## src/rtl/csync_pkg.sv

```systemverilog
package csync_pkg;

  // Kind of slot the sequencer is currently in
  typedef enum logic [1:0] {
    SK_BROAD = 2'd0,
    SK_EQUAL = 2'd1,
    SK_PICT  = 2'd2
  } slot_kind_e;

  // Per-clock output bundle computed before the output register
  typedef struct packed {
    logic sync_n;
    logic trig;
    logic active;
    logic fstart;
  } wave_t;

  localparam wave_t WAVE_IDLE = '{sync_n: 1'b1, trig: 1'b0, active: 1'b0, fstart: 1'b0};

endpackage

```

## src/rtl/csync_seq.sv

```systemverilog
module csync_seq #(
  parameter int SLOT_CLKS = 768,
  parameter int LINE_CLKS = 1536,
  parameter int LINES     = 304,
  parameter int N_BROAD   = 10,
  parameter int N_EQ_PRE  = 10,
  parameter int N_EQ_POST = 12,
  parameter int POS_W     = 11,
  parameter int ST_W      = 6,
  parameter int LN_W      = 9
) (
  input  logic             clk,
  input  logic             rst_n,
  input  logic             adv_en,
  output logic [ST_W-1:0]  state_o,
  output logic [POS_W-1:0] pos_o,
  output logic [LN_W-1:0]  line_o
);

  localparam int               ST_PICT_I = N_BROAD + N_EQ_PRE;
  localparam logic [ST_W-1:0]  ST_PICT   = ST_W'(ST_PICT_I);
  localparam logic [ST_W-1:0]  ST_LAST   = ST_W'(ST_PICT_I + N_EQ_POST);
  localparam logic [POS_W-1:0] SLOT_END  = POS_W'(SLOT_CLKS - 1);
  localparam logic [POS_W-1:0] LINE_END  = POS_W'(LINE_CLKS - 1);
  localparam logic [LN_W-1:0]  LN_END    = LN_W'(LINES - 1);

  logic [ST_W-1:0]  state_q, state_d;
  logic [POS_W-1:0] pos_q, pos_d;
  logic [LN_W-1:0]  line_q, line_d;
  logic             in_pict, slot_done;

  assign in_pict   = (state_q == ST_PICT);
  assign slot_done = in_pict ? (pos_q == LINE_END) : (pos_q == SLOT_END);

  // next-state process
  always_comb begin
    state_d = state_q;
    pos_d   = pos_q + POS_W'(1);
    line_d  = line_q;
    if (state_q > ST_LAST) begin
      // out-of-range state: restart at first broad slot
      state_d = '0;
      pos_d   = '0;
      line_d  = '0;
    end else if (slot_done) begin
      pos_d = '0;
      if (in_pict) begin
        if (line_q == LN_END) begin
          line_d  = '0;
          state_d = state_q + ST_W'(1);
        end else begin
          line_d = line_q + LN_W'(1);
        end
      end else if (state_q == ST_LAST) begin
        state_d = '0;
      end else begin
        state_d = state_q + ST_W'(1);
      end
    end
  end

  // register process
  always_ff @(posedge clk or negedge rst_n) begin
    if (!rst_n) begin
      state_q <= '0;
      pos_q   <= '0;
      line_q  <= '0;
    end else if (adv_en) begin
      state_q <= state_d;
      pos_q   <= pos_d;
      line_q  <= line_d;
    end
  end

  assign state_o = state_q;
  assign pos_o   = pos_q;
  assign line_o  = line_q;

endmodule

```

## src/rtl/csync_decode.sv

```systemverilog
module csync_decode
  import csync_pkg::*;
#(
  parameter int N_BROAD   = 10,
  parameter int N_EQ_PRE  = 10,
  parameter int BROAD_LOW = 720,
  parameter int EQ_LOW    = 48,
  parameter int HSYNC     = 113,
  parameter int PORCH     = 137,
  parameter int POS_W     = 11,
  parameter int ST_W      = 6
) (
  input  logic [ST_W-1:0]  state_i,
  input  logic [POS_W-1:0] pos_i,
  output wave_t            wave_o,
  output logic             pict_o
);

  localparam logic [ST_W-1:0]  ST_BROAD_END = ST_W'(N_BROAD);
  localparam logic [ST_W-1:0]  ST_PICT      = ST_W'(N_BROAD + N_EQ_PRE);
  localparam logic [POS_W-1:0] P_BROAD      = POS_W'(BROAD_LOW);
  localparam logic [POS_W-1:0] P_EQ         = POS_W'(EQ_LOW);
  localparam logic [POS_W-1:0] P_HS         = POS_W'(HSYNC);
  localparam logic [POS_W-1:0] P_VIS        = POS_W'(HSYNC + PORCH);

  slot_kind_e kind;

  always_comb begin
    if (state_i < ST_BROAD_END)  kind = SK_BROAD;
    else if (state_i == ST_PICT) kind = SK_PICT;
    else                         kind = SK_EQUAL;
  end

  always_comb begin
    wave_o        = WAVE_IDLE;
    wave_o.trig   = (state_i == '0);
    wave_o.fstart = (state_i == '0) && (pos_i == '0);
    unique case (kind)
      SK_BROAD: wave_o.sync_n = (pos_i >= P_BROAD);
      SK_PICT: begin
        wave_o.sync_n = (pos_i >= P_HS);
        wave_o.active = (pos_i >= P_VIS);
      end
      default:  wave_o.sync_n = (pos_i >= P_EQ);
    endcase
  end

  assign pict_o = (kind == SK_PICT);

endmodule

```

## src/rtl/csync_gen.sv

```systemverilog
module csync_gen
  import csync_pkg::*;
#(
  parameter int SLOT_CLKS   = 768,
  parameter int BROAD_LOW   = 720,
  parameter int EQ_LOW      = 48,
  parameter int LINE_CLKS   = 1536,
  parameter int HSYNC       = 113,
  parameter int PORCH       = 137,
  parameter int LINES       = 304,
  parameter int N_BROAD     = 10,
  parameter int N_EQ_PRE    = 10,
  parameter int N_EQ_POST   = 12,
  parameter int IDX_W       = 9,
  parameter int SYNC_STAGES = 2
) (
  input  logic             clk,
  input  logic             rst_n,
  output logic             sync_n,
  output logic             dbg_trig,
  output logic             line_active,
  output logic             frame_start,
  output logic [IDX_W-1:0] line_idx
);

  localparam int POS_W = $clog2((LINE_CLKS > SLOT_CLKS) ? LINE_CLKS : SLOT_CLKS);
  localparam int ST_W  = $clog2(N_BROAD + N_EQ_PRE + N_EQ_POST + 2);
  localparam int LN_W  = $clog2(LINES);

  // reset: asserted asynchronously, released through a flop chain
  logic [SYNC_STAGES-1:0] rst_chain;
  logic                   rst_int_n;

  generate
    if (SYNC_STAGES == 1) begin : g_rst1
      always_ff @(posedge clk or negedge rst_n) begin
        if (!rst_n) rst_chain <= '0;
        else        rst_chain <= 1'b1;
      end
    end else begin : g_rstn
      always_ff @(posedge clk or negedge rst_n) begin
        if (!rst_n) rst_chain <= '0;
        else        rst_chain <= {rst_chain[SYNC_STAGES-2:0], 1'b1};
      end
    end
  endgenerate

  assign rst_int_n = rst_chain[SYNC_STAGES-1];

  logic [ST_W-1:0]  state;
  logic [POS_W-1:0] pos;
  logic [LN_W-1:0]  line;
  wave_t            wave_d, wave_q;
  logic             pict;
  logic [IDX_W-1:0] idx_d, idx_q;
  logic             run_en;

  assign run_en = 1'b1;

  csync_seq #(
    .SLOT_CLKS (SLOT_CLKS),
    .LINE_CLKS (LINE_CLKS),
    .LINES     (LINES),
    .N_BROAD   (N_BROAD),
    .N_EQ_PRE  (N_EQ_PRE),
    .N_EQ_POST (N_EQ_POST),
    .POS_W     (POS_W),
    .ST_W      (ST_W),
    .LN_W      (LN_W)
  ) u_seq (
    .clk     (clk),
    .rst_n   (rst_int_n),
    .adv_en  (run_en),
    .state_o (state),
    .pos_o   (pos),
    .line_o  (line)
  );

  csync_decode #(
    .N_BROAD   (N_BROAD),
    .N_EQ_PRE  (N_EQ_PRE),
    .BROAD_LOW (BROAD_LOW),
    .EQ_LOW    (EQ_LOW),
    .HSYNC     (HSYNC),
    .PORCH     (PORCH),
    .POS_W     (POS_W),
    .ST_W      (ST_W)
  ) u_dec (
    .state_i (state),
    .pos_i   (pos),
    .wave_o  (wave_d),
    .pict_o  (pict)
  );

  assign idx_d = pict ? IDX_W'(line) : '0;

  always_ff @(posedge clk or negedge rst_int_n) begin
    if (!rst_int_n) begin
      wave_q <= WAVE_IDLE;
      idx_q  <= '0;
    end else if (run_en) begin
      wave_q <= wave_d;
      idx_q  <= idx_d;
    end
  end

  assign sync_n      = wave_q.sync_n;
  assign dbg_trig    = wave_q.trig;
  assign line_active = wave_q.active;
  assign frame_start = wave_q.fstart;
  assign line_idx    = idx_q;

endmodule

```

## config.mk

```make
export PLATFORM = sky130hd
export DESIGN_NAME = csync_gen
export DESIGN_NICKNAME = d
export VERILOG_FILES = /design/src/rtl/csync_pkg.sv /design/src/rtl/csync_seq.sv /design/src/rtl/csync_decode.sv /design/src/rtl/csync_gen.sv
export SDC_FILE = /design/constraint.sdc
export NUM_CORES = 1
export LEC_CHECK = 0
export ABC_AREA = 1
export ABC_CLOCK_PERIOD_IN_PS = 1700
export BUFFER_PORTS_ARGS = -buffer_cell sky130_fd_sc_hd__buf_2
export CAP_MARGIN = 20
export CORE_UTILIZATION = 55
export CTS_BUF_LIST = sky130_fd_sc_hd__clkbuf_16
export DETAILED_ROUTE_END_ITERATION = 8
export PLACE_DENSITY = 0.72
export SLEW_MARGIN = 10
export SYNTH_ARGS = -nofsm -noshare
export SYNTH_HDL_FRONTEND = slang
export SYNTH_HIERARCHICAL = 1
export SYNTH_SLANG_ARGS = --single-unit
```

## constraint.sdc

```tcl
create_clock -name clk -period 1.7 [get_ports clk]
set_clock_uncertainty 0.05 [all_clocks]
set_input_delay 0.34 -clock clk [delete_from_list [all_inputs] [get_ports clk]]
set_output_delay 0.34 -clock clk [all_outputs]
set_load 0.1 [all_outputs]
```

==> metrics.txt, run 1 <==
first-pass GRT wire length 8252 µm; antenna-violating nets left 0; die area 4659 µm²; Remaining DRCs 0; global route hottest layer met2; Pleak 0.001619 µW; Area Growth Syn to Fin 23.83%; FF-to-FF path depth 10; final slew viol count 0; register area share after synthesis 42.54%; Port Buffers 14; post-DP HPWL 3607 µm; clock latency on the worst-skew pair 0.29 ns; Final min period 1.666 ns; clock slew at the register clock pins of the worst setup and hold paths 0.06 ns; GR Util met1 33.16%; Core Area between 4000 and 5000 µm²; via count 2277; CTS Buf Count 5; post-synthesis async set-or-reset flop share 100.0%; First-pass DRT Iterations 5; Syn Inst Count 321; total clock sinks 41; maximum vdd ir drop ~0.00062 V; CTS H-tree depth 2; GRT met2 Usage roughly 37%; layout cells sized above 1 22.76%; GRT met3 Usage around 4.3%; Vias/cell 5.434; pin count of the biggest net entering global routing 25; Syn Area/Cell 7.523 µm²; status completed; CTS Root Cell clkbuf_16; CTS tree done; ANT cells 0; number of synthesized flops with an enable pin 0; WP data required around 1.8 ns; hold crit path type reg -> async; Max Fclk 600.3 MHz; Avg WL per Cell roughly 13 µm; Synth Cell Area 2415 µm²; Site Rows 23; io pins 15; Critical Path End Type flip-flop; # setup viols final 0; PD cells between 800 and 900 nW/µm²; all-layer global routing usage ~24%; synth warn 6; 1st-iter DRT viols 197; crit path kind reg -> reg; final RePlAce weighted congestion 0.8701; Starting Density 58.68%; FF-to-FF Start u_seq/state_o[1]$_DFFE_PN0P_; CP Data Arrival Time 1.79 ns; CP Launch Type flip-flop; total grt overflow 0; chip width 68.26 µm; Final period util 97.98%; vias in the first global route 1832; worst setup path start u_seq/state_o[1]$_DFFE_PN0P_; antenna violations before repair 0; Tot Pwr 2690 µW; post-synthesis register bit count ~40; layout filler cell count 312; clock buffer depth 2; Worst R2R End u_seq/line_o[0]$_DFFE_PN0P_; R2R Setup Slk 0.03 ns; Die H 68.26 µm; CP Max Fanout 7; Final nets roughly 370; Worst Hold Slack 0.1561 ns; Max Cap Viol 0; Cell variety after synth 36; Top FF cell, synth dfrtp_1; RSZ-0062 raised after global routing true; final-report hold violation count 0; WL final 5564 µm
==> cells in the mapped netlist, drive strengths merged (2+ instances only) <==
library cell	instances	area share, %
nand2	91	15
nor2	52	8.6
inv	47	7.3
dfrtp	40	41
nand3	26	6.8
nand4	25	6.7
xor2	8	2.9
buf	6	2.0
nor3	5	1.0
ha	4	2.1
a21oi	3	1.1
a31oi	2	0.52
o21ai	2	0.41
or2	2	0.52
==> layout make-up <==
cell class | count | area, µm² | share of cell area (%)
clock buffer | 5 | 125.1 | 4.184
clock inverter | 3 | 68.82 | 2.301
inverter | 48 | 180.2 | 6.025
multi-input combinational | 233 | 1265 | 42.30
sequential | 41 | 1028 | 34.39
tap | 50 | 62.56 | 2.092
timing repair buffer | 39 | 260.3 | 8.703
==> routing by layer <==
metal	routed length (µm)	vias up	share of wire, %
met5	0	-	0
met4	97	0	1.7
met3	345	11	6.2
met2	2666	94	48
met1	2455	1060	44
li1	-	1112	-
==> metrics by stage <==
stage / setup TNS (ns) / setup slack (ns) / util [%] / instances / cell area, µm²
after floorplan: 0 / 0.1491 / - / 326 / 2434
after global placement: 0 / 0.01800 / 63.91 / 399 / 2630
after detailed placement: 0 / 0.003384 / 63.91 / 399 / 2630
after CTS: 0 / 0.004304 / 68.93 / 408 / 2836
after global routing: -0.3319 / -0.04869 / 72.67 / 419 / 2990
final: 0 / 0.03427 / 72.67 / 419 / 2990
==> report_power, final <==
group	internal, µW	switching (µW)
clock network	846	389
registers	1040	50.6
logic	148	219
==> kinds of logic after synthesis <==
kind of cell    after synthesis  synth area share (%)
compound gates                8                 2.280
other cells                   1                0.1553
flops                        41                 42.54
simple gates                203                 39.79
mux                           1                0.4145
xor+xnor                      9                 3.264
fa+ha+maj                     4                 2.073
buf+inv                      54                 9.481
==> worst max-delay path: stages, from the launching register on <==
cell	delay, ns
dfrtp_1	0.40
inv_2	0.07
ha_4	0.13
nand3_1	0.09
nor2_2	0.18
nand2_2	0.10
nand3_4	0.13
nand2_8	0.10
buf_4	0.16
nand4_1	0.08
nand2_1	0.07
==> worst max path at each step <==
stage                                   end  slack (ns)  depth (start not counted)
3_3_place_gp   u_seq/state_o[1]$_DFFE_PN0P_        0.02                          8
6_report        u_seq/line_o[0]$_DFFE_PN0P_        0.03                         10
4_1_cts         u_seq/line_o[1]$_DFFE_PN0P_       0.004                          8
2_1_floorplan   u_seq/line_o[1]$_DFFE_PN0P_        0.15                         10
3_5_place_dp    u_seq/line_o[1]$_DFFE_PN0P_       0.003                          8
5_1_grt          u_seq/pos_o[5]$_DFFE_PN0P_       -0.05                          6
==> what timing repair did <==
action                                 in CTS  in global routing
gates resized for setup                     1                 20
endpoints found under the hold margin       2                  0
setup endpoints to repair                   3                 23
cloned                                      0                  2
pin swaps                                   0                 10
hold buffers                                1                  0
buffers inserted                            0                  9
==> state kept, by name, summed over array words and instances (netlist names) <==
name,count
line_active,1
line_idx,9
frame_start,1
u_seq/line_o,9
u_seq/pos_o,11
sync_n,1
u_seq/state_o,6
rst_chain,2
dbg_trig,1
==> placed cells by master (no fill, tap or decap), types with 2 or more instances in the layout <==
cell type and n:
nand3_4 4, nand2_1 82, inv_2 7, conb_1 6, nand2_2 6, xor2_1 8, nand4_1 24, clkbuf_16 5
nor2_1 47, buf_4 24, inv_1 41, nor3_1 4, nor2_2 4, nand3_1 22, bufinv_16 2, dfrtp_1 39
buf_2 14, nand2_4 3, a31oi_1 2, ha_2 2
(Power assumes the default switching activity.)
==> inputs of run 2 (changes only) <==
Settings changed: ABC_CLOCK_PERIOD_IN_PS 1700 to 2000.
Clock period 1.7 ns to 2 ns, I/O delays scaled along.
==> run 2 against run 1 <==
Worst hold slack improved by 0.084 ns. Combinational power fell by 45%. Setup slack improved by 0.14 ns. First-iteration DRC count fell by 25%. Via count fell by 11%. Final cell count fell by 5.7%. Flip-flop and latch count did not move. Clock-buffer cell count did not move. Sequential power fell by 12%.
==> metrics.txt, run 2 (same netlist as run 1, synthesis figures left out) <==
crit-path leading delay family simple AND/OR/NAND/NOR gates; Bufs and invs on worst path 0 (-2); WP data required 2.12 ns (+0.30 ns); crit path kind reg -> reg; first-pass GRT wire length 8114 µm (-1.7%); commonest non-fill, non-tap cell in the layout nand2_1; Starting Density 58.68% (unchanged); CTS H-tree depth 2 (unchanged); WL final 4849 µm (-13%); final-report hold violation count 0 (unchanged); Remaining DRCs 0 (unchanged); Metal-1 WL 2376 µm (-3.2%); CP max-delay cell dfrtp_1; CP Launch Type flip-flop; Critical Path End Type flip-flop; final slew viol count 0 (unchanged); Max Cap Viol 0 (unchanged); die area 4659 µm² (unchanged); final RePlAce weighted congestion 0.8993 (+3.4%); layout filler cell count 367 (+18%); clock latency on the worst-skew pair 0.29 ns (about the same); io pins 15 (unchanged); ANT cells 0 (unchanged); First-pass DRT Iterations 4 (-1); Worst R2R End u_seq/state_o[4]$_DFFE_PN0P_; chip width 68.26 µm (unchanged); Final nets 350 (-6.4%); CP Max Fanout 17 (+10); FF-to-FF Start u_seq/pos_o[0]$_DFFE_PN0P_; total clock sinks 41 (unchanged); via count 2028 (-11%); Site Rows 23 (unchanged); Port Buffers 14 (unchanged); layout cells sized above 1 12.75% (-10 points); Setup TNS Final 0 ns (unchanged); Avg WL per Cell 12.28 µm (-7.6%); cells along the critical path ha_1 > nand3_1 > nor2_1 > nand3_4 > nand2_8 > nand3_2 > nand2_1 > nand2_1; CTS Root Cell clkbuf_16; Vias/cell 5.134 (-5.5%); R2R Setup Slk 0.17 ns (+0.14 ns); all-layer global routing usage 23.81% (-0.44 points); met2 WL 2189 µm (-18%); Final min period 1.828 ns (+0.1618 ns); CP most frequent cell nand2_1; CP Data Arrival Time 1.95 ns (+0.16 ns); Die H 68.26 µm (unchanged); # setup viols final 0 (unchanged); PD cells 767.0 nW/µm² (-15%); crit-path max cell delay 0.44 ns (+0.04 ns); antenna-violating nets left 0 (unchanged); Routed met3 length 212 µm (-39%); status completed; RSZ-0062 raised after global routing false; CTS Buf Count 5 (unchanged); max layer used met4; final core occ 66.07% (-6.6 points); Pleak 0.001465 µW (-9.5%); vias in the first global route 1783 (-2.7%); Core Area 4115 µm² (unchanged); antenna violations before repair 0 (unchanged); Max Fclk 547.2 MHz (-8.9%); CTS tree done; total grt overflow 0 (unchanged); clock buffer depth 2 (unchanged); post-DP HPWL 3385 µm (-6.1%); hold crit path type reg -> async; pin count of the biggest net entering global routing 40 (+60%); 1st-iter DRT viols 148 (-25%); maximum vdd ir drop 0.0004976 V (-19%); FF-to-FF path depth 8 (-2); Final period util 91.38% (-6.6 points); Worst Hold Slack 0.2399 ns (+0.08375 ns); Area Growth Syn to Fin 12.59%; max reg flops 11 (unchanged); commonest cells after routing, fill and taps aside 86 x nand2_1, 49 x nor2_1, 44 x inv_1, 40 x dfrtp_1, 24 x nand4_1; clock slew at the register clock pins of the worst setup and hold paths 0.06 ns (about the same)
-- run 2: through the flow --
stage | std cells | power (µW) | area (µm²) | worst slack, ns
after detailed placement | 386 | 1170 | 2532 | 0.1479
after floorplan | 326 | 1117 | 2434 | 0.4491
after global placement | 386 | 1161 | 2532 | 0.2081
after global routing | 395 | 2172 | 2719 | 0.01345
final | 395 | 2085 | 2719 | 0.1725
after CTS | 395 | 2097 | 2714 | 0.1419
-- run 2: how the worst max path moves through the flow --
stage                                         endpoint  slack, ns                         start  cells after the start
after floorplan            u_seq/line_o[1]$_DFFE_PN0P_       0.45  u_seq/state_o[0]$_DFFE_PN0P_                     10
after global placement    u_seq/state_o[1]$_DFFE_PN0P_       0.21   u_seq/line_o[0]$_DFFE_PN0P_                      8
after detailed placement  u_seq/state_o[4]$_DFFE_PN0P_       0.15   u_seq/line_o[0]$_DFFE_PN0P_                      8
after CTS                 u_seq/state_o[4]$_DFFE_PN0P_       0.14   u_seq/line_o[0]$_DFFE_PN0P_                      8
after global routing      u_seq/state_o[2]$_DFFE_PN0P_       0.01   u_seq/line_o[0]$_DFFE_PN0P_                      8
final                     u_seq/state_o[4]$_DFFE_PN0P_       0.17    u_seq/pos_o[0]$_DFFE_PN0P_                      8
-- run 2: layout make-up --
type | instances | area [µm²] | share of cell area, %
multi-input cells | 231 | 1182 | 43.49
flip-flops and latches | 41 | 1027 | 37.78
inverters | 48 | 180.2 | 6.627
clock buffers | 5 | 125.1 | 4.602
repair buffers | 17 | 95.09 | 3.497
well taps | 50 | 62.56 | 2.301
clock inverters | 3 | 46.29 | 1.703
-- run 2: per-layer routing --
metal  GRT usage (%)  up-vias
met5               0        -
met4           9.375        0
met3           5.500        7
met2           36.89       46
met1           31.91      920
li1                -     1055
-- run 2: timing repair --
action,4_1_cts,5_1_grt
setup endpoints to repair,0,6
gates resized for setup,0,1
buffers inserted,0,0
hold buffers,1,0
endpoints found under the hold margin,2,0
-- run 2: power breakdown --
part	switching [µW]	internal (µW)
Sequential	78.0	882
Combinational	135	68.6
Clock	332	590
==> inputs of run 3 (changes only) <==
--- a/config.mk
+++ b/config.mk
@@ -14,3 +14,3 @@
 export DETAILED_ROUTE_END_ITERATION = 8
-export PLACE_DENSITY = 0.72
+export PLACE_DENSITY = 0.73
 export SLEW_MARGIN = 10
--- a/constraint.sdc
+++ b/constraint.sdc
@@ -4,2 +4,2 @@
 set_output_delay 0.4 -clock clk [all_outputs]
-set_load 0.1 [all_outputs]
+set_load 0.005 [all_outputs]
==> run 3 against run 2 <==
Final area down 0.18%. Global-route usage down 0.22 points. Register-to-register slack about the same. First-iteration DRC count down 20%. Critical path depth unchanged. Final cell count unchanged. Clock-buffer cell count unchanged. Utilization down 0.12 points. Fmax about the same. Die area unchanged. Largest power group unchanged.
==> metrics.txt, run 3 (same netlist as run 1, synthesis figures left out) <==
crit-path leading delay family simple AND/OR/NAND/NOR gates; hold crit path type reg -> async; WL final 4719 µm (-2.7%); clock buffer depth 2 (unchanged); commonest non-fill, non-tap cell in the layout nand2_1; PD cells 758.4 nW/µm² (-1.1%); CP Data Arrival Time 1.95 ns (about the same); CP Launch Type flip-flop; total grt overflow 0 (unchanged); CP most frequent cell nand2_1; final slew viol count 0 (unchanged); RSZ-0062 raised after global routing false; Reg area 1027 µm² (unchanged); all-layer global routing usage 23.59% (-0.22 points); clock slew at the register clock pins of the worst setup and hold paths 0.06 ns (about the same); First-pass DRT Iterations 4 (unchanged); Area Growth Syn to Fin 12.38%; pin count of the biggest net entering global routing 40 (unchanged); Pleak 0.001464 µW (about the same); Remaining DRCs 0 (unchanged); Bufs and invs on worst path 0 (unchanged); Worst Hold Slack 0.2339 ns (-0.005951 ns); final RePlAce weighted congestion 0.8988 (about the same); maximum vdd ir drop 0.0005392 V (+8.4%); CTS Hold Bufs 1 (unchanged); dpl cells 386 (unchanged); crit-path max cell delay 0.46 ns (+0.02 ns); Port Buffers 14 (unchanged); final core occ 65.95% (-0.12 points); Multi-input gate area 1177 µm² (-0.42%); final-report hold violation count 0 (unchanged); Vias/cell 5.152 (+0.35%); layout filler cell count 350 (-4.6%); ANT cells 0 (unchanged); Final period util 91.35% (about the same); Setup TNS Final 0 ns (unchanged); layout cells sized above 1 12.75% (unchanged); CTS tree done; via count 2035 (+0.35%); Die H 68.26 µm (unchanged); commonest cells after routing, fill and taps aside 86 x nand2_1, 49 x nor2_1, 44 x inv_1, 40 x dfrtp_1, 24 x nand4_1; CTS Buf Count 5 (unchanged); WP data required 2.12 ns (about the same); post-DP HPWL 3320 µm (-1.9%); vias in the first global route 1821 (+2.1%); CP max-delay cell dfrtp_1; max reg flops 11 (unchanged); 1st-iter DRT viols 118 (-20%); die area 4659 µm² (unchanged); io pins 15 (unchanged); antenna-violating nets left 0 (unchanged); Site Rows 23 (unchanged); clock latency on the worst-skew pair 0.28 ns (about the same); first-pass GRT wire length 8059 µm (-0.68%); chip width 68.26 µm (unchanged); crit path kind reg -> reg; CTS Root Cell clkbuf_16; Final nets 350 (unchanged); Setup Fix Bufs, Post-CTS 0 (unchanged); Starting Density 58.68% (unchanged); # setup viols final 0 (unchanged); fin cells 395 (unchanged); Core Area 4115 µm² (unchanged); Critical Path End Type flip-flop; total clock sinks 41 (unchanged); CP Max Fanout 8 (-9); Avg WL per Cell 11.95 µm (-2.7%); Gates resized, CTS repair 0 (unchanged); Max Fclk 547.4 MHz (about the same); antenna violations before repair 0 (unchanged); Placed Area 2532 µm² (unchanged); Final min period 1.827 ns (-0.0005850 ns); Design Area, Final 2714 µm² (-0.18%); Max Cap Viol 0 (unchanged); cells along the critical path ha_1 > nand2_1 > nor2_4 > nand4_2 > nand2_2 > nand3_2 > nand2_1 > nand2_1; CTS H-tree depth 2 (unchanged); status completed
## run 3: cell count changes in the layout (fill, tap and decap cells not counted)
cell	previous run	this run
nand2_2	3	4
nand2_4	1	0
## run 3: path summary, 6_finish.rpt
| path | from | endpoint | slack (ns) | depth (start not counted) |
|---|---|---|---|---|
| min | rst_chain[1]$_DFF_PN0_ | u_seq/state_o[0]$_DFFE_PN0P_ | 0.23 | 1 |
| max reg2reg | u_seq/line_o[0]$_DFFE_PN0P_ | u_seq/state_o[3]$_DFFE_PN0P_ | 0.17 | 8 |
| max | u_seq/line_o[0]$_DFFE_PN0P_ | u_seq/state_o[3]$_DFFE_PN0P_ | 0.17 | 8 |
| max in group asynchronous | rst_chain[1]$_DFF_PN0_ | sync_n$_DFF_PN1_ | 1.30 | 1 |
| min in group clk | rst_chain[0]$_DFF_PN0_ | rst_chain[1]$_DFF_PN0_ | 0.31 | 0 |
| min reg2reg | rst_chain[1]$_DFF_PN0_ | u_seq/state_o[0]$_DFFE_PN0P_ | 0.23 | 1 |
## run 3: final cells by class
class                           count  area share (%)
Timing Repair Buffer               17           3.504
Multi-Input combinational cell    231           43.38
Clock inverter                      3           1.706
Clock buffer                        5           4.610
Sequential cell                    41           37.85
Inverter                           48           6.639
Tap cell                           50           2.305
## run 3: metrics by stage
| stage | setup slack (ns) | power, µW |
|---|---|---|
| after floorplan | 0.4491 | 1104 |
| after global placement | 0.2150 | 1148 |
| after CTS | 0.1848 | 2076 |
| final | 0.1731 | 2058 |
| after detailed placement | 0.2055 | 1153 |
| after global routing | 0.02799 | 2158 |
## run 3: power breakdown
| part | switching [µW] | total [µW] | internal (µW) |
|---|---|---|---|
| Combinational | 116 | 185 | 68.1 |
| Sequential | 75.2 | 957 | 882 |
| Clock | 326 | 917 | 590 |
| Total | 518 | 2060 | 1540 |
## run 3: metal layers
metal  GRT usage (%)  vias to the layer above  wire, µm
met1           31.41                      940      2325
met5               0                        -         0
met3           4.500                        5       162
met4           8.073                        0        55
met2           38.11                       35      2176
li1                -                     1055         -
## run 3: worst reg2reg max path, stage by stage (launching register included)
cell and delay (ns):
dfrtp_1 0.46, ha_1 0.27, nand2_1 0.11, nor2_4 0.17
nand4_2 0.16, nand2_2 0.19, nand3_2 0.16, nand2_1 0.10
nand2_1 0.05
